File: src/rtl/dbgwin_pkg.sv
`timescale 1ns/1ps
package dbgwin_pkg;
    typedef enum logic [1:0] {
        ST_IDLE  = 2'd0,
        ST_WRITE = 2'd1,
        ST_READ  = 2'd2
    } dbg_state_t;

    localparam int OFF_ADDR = 0;
    localparam int OFF_DLO  = 1;
    localparam int OFF_DHI  = 2;
    localparam int OFF_CMD  = 3;
    localparam int OFF_CTRL = 4;
    localparam int NUM_REGS = 5;
endpackage

File: src/rtl/dbgwin_fsm.sv
`timescale 1ns/1ps
module dbgwin_fsm
    import dbgwin_pkg::*;
(
    input  logic clk,
    input  logic rst_n,
    input  logic start_wr,
    input  logic start_rd,
    input  logic cpu_ack,
    output logic cpu_req,
    output logic cpu_we,
    output logic busy,
    output logic rd_load
);
    dbg_state_t state_q, state_d;

    always_comb begin
        state_d = state_q;
        unique case (state_q)
            ST_IDLE: begin
                if (start_wr)      state_d = ST_WRITE;
                else if (start_rd) state_d = ST_READ;
            end
            ST_WRITE: if (cpu_ack) state_d = ST_IDLE;
            ST_READ:  if (cpu_ack) state_d = ST_IDLE;
            default:  state_d = ST_IDLE;
        endcase
    end

    always_ff @(posedge clk or negedge rst_n) begin
        if (!rst_n) state_q <= ST_IDLE;
        else        state_q <= state_d;
    end

    always_comb begin
        cpu_req = 1'b0;
        cpu_we  = 1'b0;
        rd_load = 1'b0;
        unique case (state_q)
            ST_IDLE: ;
            ST_WRITE: begin
                cpu_req = 1'b1;
                cpu_we  = 1'b1;
            end
            ST_READ: begin
                cpu_req = 1'b1;
                rd_load = cpu_ack;
            end
            default: ;
        endcase
    end

    assign busy = cpu_req;

    p_start_write_r3: assert property (@(posedge clk) disable iff (!rst_n)
        (start_wr && !busy) |=> (cpu_req && cpu_we));
    p_start_read_r4: assert property (@(posedge clk) disable iff (!rst_n)
        (start_rd && !start_wr && !busy) |=> (cpu_req && !cpu_we));
    p_single_txn_r10: assert property (@(posedge clk) disable iff (!rst_n)
        (cpu_req && cpu_ack) |=> !cpu_req);
endmodule

File: src/rtl/dbgwin_regs.sv
`timescale 1ns/1ps
module dbgwin_regs
    import dbgwin_pkg::*;
#(
    parameter int HAW  = 16,
    parameter int HW   = 16,
    parameter int AW   = 16,
    parameter logic [HAW-1:0] BASE = 16'h0200,
    localparam int DW  = 2 * HW
) (
    input  logic           clk,
    input  logic           rst_n,
    input  logic           host_sel,
    input  logic           host_we,
    input  logic [HAW-1:0] host_addr,
    input  logic [HW-1:0]  host_wdata,
    output logic [HW-1:0]  host_rdata,
    input  logic           busy,
    input  logic           cpu_stalled,
    input  logic           rd_load,
    input  logic [DW-1:0]  rd_word,
    output logic           start_wr,
    output logic           start_rd,
    output logic [AW-1:0]  addr_o,
    output logic [DW-1:0]  word_o,
    output logic           stall_o,
    output logic           rst_o
);
    logic [HAW-1:0] off;
    logic           in_win;
    logic [NUM_REGS-1:0] wsel;
    logic [AW-1:0]  addr_q;
    logic [HW-1:0]  dlo_q, dhi_q;
    logic           stall_q, crst_q;
    logic [HW-1:0]  addr_ext;

    assign off    = host_addr - BASE;
    assign in_win = (host_addr >= BASE) && (off < HAW'(NUM_REGS));

    for (genvar i = 0; i < NUM_REGS; i++) begin : g_wsel
        assign wsel[i] = host_sel && host_we && in_win && (off == HAW'(i));
    end

    assign start_wr = wsel[OFF_CMD] && !busy && host_wdata[0];
    assign start_rd = wsel[OFF_CMD] && !busy && host_wdata[1];

    always_ff @(posedge clk or negedge rst_n) begin
        if (!rst_n) begin
            addr_q  <= '0;
            dlo_q   <= '0;
            dhi_q   <= '0;
            stall_q <= 1'b0;
            crst_q  <= 1'b0;
        end else begin
            if (wsel[OFF_ADDR] && !busy) addr_q <= host_wdata[AW-1:0];
            if (rd_load) begin
                dlo_q <= rd_word[HW-1:0];
                dhi_q <= rd_word[DW-1:HW];
            end else begin
                if (wsel[OFF_DLO] && !busy) dlo_q <= host_wdata;
                if (wsel[OFF_DHI] && !busy) dhi_q <= host_wdata;
            end
            if (wsel[OFF_CTRL]) begin
                stall_q <= host_wdata[0];
                crst_q  <= host_wdata[1];
            end
        end
    end

    always_comb begin
        addr_ext = '0;
        addr_ext[AW-1:0] = addr_q;
    end

    always_comb begin
        host_rdata = '0;
        if (in_win) begin
            unique case (off)
                HAW'(OFF_ADDR): host_rdata = addr_ext;
                HAW'(OFF_DLO):  host_rdata = dlo_q;
                HAW'(OFF_DHI):  host_rdata = dhi_q;
                HAW'(OFF_CMD):  host_rdata[0] = busy;
                default: begin
                    host_rdata[0] = cpu_stalled;
                    host_rdata[1] = crst_q;
                end
            endcase
        end
    end

    assign addr_o  = addr_q;
    assign word_o  = {dhi_q, dlo_q};
    assign stall_o = stall_q;
    assign rst_o   = crst_q;

    p_ctrl_reset_r8: assert property (@(posedge clk) disable iff (!rst_n)
        wsel[OFF_CTRL] |=> (rst_o == $past(host_wdata[1]) && stall_o == $past(host_wdata[0])));
    p_ctrl_hold_r8: assert property (@(posedge clk) disable iff (!rst_n)
        !wsel[OFF_CTRL] |=> ($stable(rst_o) && $stable(stall_o)));
endmodule

File: src/rtl/dbgwin_bridge.sv
`timescale 1ns/1ps
module dbgwin_bridge
    import dbgwin_pkg::*;
#(
    parameter int HAW = 16,
    parameter int HW  = 16,
    parameter int AW  = 16,
    parameter logic [HAW-1:0] BASE = 16'h0200,
    localparam int DW = 2 * HW
) (
    input  logic           clk,
    input  logic           rst_n,
    input  logic           host_sel,
    input  logic           host_we,
    input  logic [HAW-1:0] host_addr,
    input  logic [HW-1:0]  host_wdata,
    output logic [HW-1:0]  host_rdata,
    output logic           cpu_req,
    output logic           cpu_we,
    output logic [AW-1:0]  cpu_addr,
    output logic [DW-1:0]  cpu_wdata,
    input  logic [DW-1:0]  cpu_rdata,
    input  logic           cpu_ack,
    output logic           cpu_stall,
    output logic           cpu_rst,
    input  logic           cpu_stalled
);
    logic busy, rd_load, start_wr, start_rd;

    dbgwin_regs #(.HAW(HAW), .HW(HW), .AW(AW), .BASE(BASE)) u_regs (
        .clk, .rst_n, .host_sel, .host_we, .host_addr, .host_wdata, .host_rdata,
        .busy, .cpu_stalled, .rd_load, .rd_word(cpu_rdata),
        .start_wr, .start_rd, .addr_o(cpu_addr), .word_o(cpu_wdata),
        .stall_o(cpu_stall), .rst_o(cpu_rst)
    );

    dbgwin_fsm u_fsm (
        .clk, .rst_n, .start_wr, .start_rd, .cpu_ack,
        .cpu_req, .cpu_we, .busy, .rd_load
    );

    p_req_hold_r5: assert property (@(posedge clk) disable iff (!rst_n)
        (cpu_req && !cpu_ack) |=> (cpu_req && $stable(cpu_we) &&
                                   $stable(cpu_addr) && $stable(cpu_wdata)));
    p_read_latch_r6: assert property (@(posedge clk) disable iff (!rst_n)
        (cpu_req && !cpu_we && cpu_ack) |=> (cpu_wdata == $past(cpu_rdata)));
endmodule

File: config.mk
export PLATFORM = sky130hd
export DESIGN_NAME = dbgwin_bridge
export DESIGN_NICKNAME = d
export VERILOG_FILES = /design/src/rtl/dbgwin_pkg.sv /design/src/rtl/dbgwin_fsm.sv /design/src/rtl/dbgwin_regs.sv /design/src/rtl/dbgwin_bridge.sv
export SDC_FILE = /design/constraint.sdc
export NUM_CORES = 1
export LEC_CHECK = 0
export BUFFER_PORTS_ARGS = -buffer_cell sky130_fd_sc_hd__buf_4
export CAP_MARGIN = 40
export CORE_UTILIZATION = 51
export DETAILED_ROUTE_END_ITERATION = 8
export PLACE_DENSITY = 0.86
export SLEW_MARGIN = 5
export SYNTH_ARGS = -nofsm -noshare
export SYNTH_HDL_FRONTEND = slang
export SYNTH_SLANG_ARGS = --single-unit
File: constraint.sdc
create_clock -name clk -period 4.3 [get_ports clk]
set_input_delay 0.645 -clock clk [delete_from_list [all_inputs] [get_ports clk]]
set_output_delay 0.645 -clock clk [all_outputs]
set_load 0.02 [all_outputs]
==> results.md <==
- Worst skew pair latency: 0.30 ns
- Mapped Cells: 327
- TritonRoute pass-1 iters: 4
- Clock-pin slew on the worst setup and hold paths: 0.09 ns
- Finish-stage setup viols: 0
- Top post-synthesis cells by area: dfrtp_1 (43%), a221o_1 (11%), nor2_1 (8.1%)
- GPL Wtd Cong: 0.8375
- Maxcap violations: 0
- Mapped Avg Cell Area: 9.321 um^2
- Initial antenna violation count: 0
- Post-route cell area: 4200 um^2
- Synth warnings: 0
- Slew headroom: 46.44%
- Final Skew: 0.006216 ns
- RSZ-0062 raised after global routing: no
- Min Tclk post-route: 3.515 ns
- Root Driver: clkbuf_8
- Via density: 5.770
- Final hold violations: 0
- Yosys reg bits: 52
- Fmax: 284.5 MHz
- Fraction of registers with async set/reset: 100.0%
- Remaining DRCs: 0
- Worst IR drop on VDD: 0.3320 mV
- Area delta synth->final: 37.81%
- Synth unique cells: 37
- Final worst path period share: 81.74%
- Syn Nets: 401
- Final worst slack: 0.7854 ns
- Power per cell area: 480.2 nW/um^2
- # IOs: 138
- Setup Fix Bufs, Post-CTS: 0
- Synthesized area: 3048 um^2
- First-pass GRT wire length: 14830 um
- Die Width: 79.31 um
- Hold WC Path Type: primary input to async pin
- Status: finished, final reports clean
- TritonCTS clock tree: built
- Number of synthesized flops with an enable pin: 0
- IO Port Bufs: 137
- Dpl hpwl: 6533 um
- WHS: 0.3676 ns
- Top-area cell type share of the netlist area: 42.69%
- Pins Over Slew Limit: 0
- Antenna Violating Nets Remaining: 0
- Setup_tns: 0 ns
- Clock tree buffer depth: 2
- Antenna diodes: 0
- Ys flop type: dfrtp_1
- Number of DRC markers in iteration 0: 201
- CTS Buf Count: 5
- CTS Hold Buffers Added: 0
- Via count: 3029
- WS Path Type: primary input to output pin
- Vias in the first global route: 3072
- Largest net degree at the start of global routing: 53
- Sink Count: 52
- Worst Path Max Fanout: 16
- Gr ovfl total: 0
- H-tree depth: 2
- Die Area: 6289 um^2
- Worst Max-Slew Pin Slew: 0.8034 ns
- Share of layout cells above drive strength 1: 38.19%
- CP Capture Type: output pin
- Starting Density: 54.03%
- Synth area leader: dfrtp_1
- Routed WL per cell: 17.28 um
- Critical Path RT: 3.65 ns
- Final nets: 526
- Post-detailed-placement cell area: 4110 um^2
- Leakage power: 2.161 nW
- Die Span Y: 79.31 um
- Pre-CTS worst setup slack: 0.7851 ns
- Arrival time at the worst endpoint: 2.87 ns
- # resized after CTS: 0
- Final wirelength: 9072 um
- CP Launch Type: primary input
- CORE AREA: 5642 um^2
- GRT Util Overall: 30.43%
- # rows: 27
- Sequential fraction of the synthesis area: 42.69%
==> routing by layer <==
layer	GRT usage [%]	up-vias	wire, um
met2	52.59	105	4808
li1	-	1410	-
met4	10.91	0	91
met3	3.793	9	445
met1	39.00	1505	3727
met5	0	-	0
==> flip-flops by register name, indices dropped and copies added (netlist names) <==
signal,cells
u_regs.rst_o,1
u_regs.dhi_q,16
u_regs.stall_o,1
u_regs.dlo_q,16
u_regs.addr_o,16
u_fsm.state_q,2
==> where the power goes <==
part           internal [mW]  total, mW  switching [mW]
Clock                  0.132      0.284           0.152
Sequential             0.633      0.764           0.131
Combinational          0.445      0.969           0.524
==> worst max-delay path: stages <==
cell and delay, ns:
buf_4 0.10, inv_1 0.04, ha_1 0.26, nor4bb_1 0.51, nand4_1 0.22, nand2b_1 0.57, mux2i_1 0.30, nor2_1 0.07
buf_4 0.15
==> cells by family (layout without fill, tap and decap cells) <==
logic type	count (synthesis)	count (layout)	share of synthesized area [%]
simple gates	147	147	22.09
compound gates	58	58	16.46
flops	52	52	42.69
mux	37	37	12.93
buf+inv	29	155	4.187
fa+ha+maj	4	4	1.642
==> worst paths after layout <==
check | start | end | slack, ns | depth (start not counted)
worst max-delay path | host_addr[9] | host_rdata[1] | 0.79 | 9
worst min-delay path | rst_n | u_regs.addr_o[15]$_DFFE_PN0P_ | 0.37 | 1
worst max register to register | u_fsm.state_q[0]$_DFFE_PN0P_ | u_regs.dhi_q[7]$_DFFE_PN0P_ | 1.55 | 7
worst min register to register | u_regs.stall_o$_DFFE_PN0P_ | u_regs.stall_o$_DFFE_PN0P_ | 0.52 | 1
max in group asynchronous | rst_n | u_regs.dhi_q[3]$_DFFE_PN0P_ | 3.49 | 1
min in group clk | u_regs.stall_o$_DFFE_PN0P_ | u_regs.stall_o$_DFFE_PN0P_ | 0.52 | 1
==> cells in the final DEF, fill, tap and decap left out, drive strengths merged <==
cell type,instances
buf,143
nor2,66
dfrtp,52
nand2,41
a221o,32
mux2,19
mux2i,18
and2,17
a21oi,14
clkbuf,8
nor2b,5
inv,4
nand3,4
ha,4
o21ai,3
nand4,2
nand3b,2
o211ai,2
or4b,2
nor4,1
nor4bb,1
o21a,1
nor3,1
o41ai,1
nand2b,1
and4b,1
o22ai,1
and4,1
or4,1
a211oi,1
a2111oi,1
nor4b,1
a31o,1
a41o,1
==> layout make-up <==
| type | count | area, um^2 |
|---|---|---|
| fillers | 427 | 1441 |
| flip-flops and latches | 52 | 1301 |
| clock buffers | 8 | 90.09 |
| inverters | 4 | 15.01 |
| repair buffers | 143 | 1077 |
| multi-input cells | 246 | 1627 |
| well taps | 72 | 90.09 |
==> cell usage after synthesis, types with 2 or more instances <==
| cell type | number |
|---|---|
| nor2_1 | 66 |
| dfrtp_1 | 52 |
| nand2_1 | 41 |
| a221o_1 | 32 |
| mux2_2 | 19 |
| mux2i_1 | 18 |
| and2_1 | 17 |
| clkbuf_1 | 17 |
| a21oi_1 | 14 |
| nor2b_1 | 5 |
| ha_1 | 4 |
| inv_1 | 4 |
| nand3_1 | 4 |
| buf_1 | 3 |
| buf_2 | 3 |
| o21ai_0 | 3 |
| buf_6 | 2 |
| nand3b_1 | 2 |
| nand4_1 | 2 |
| o211ai_1 | 2 |
==> through the flow <==
| step | util, % | power [mW] | instances |
|---|---|---|---|
| after floorplan | - | 1.326 | 327 |
| after global placement | 72.65 | 1.692 | 516 |
| after detailed placement | 72.85 | 1.739 | 517 |
| after CTS | 74.45 | 2.021 | 525 |
| after global routing | 74.45 | 2.142 | 525 |
| final | 74.45 | 2.017 | 525 |
(Power assumes the default switching activity.)
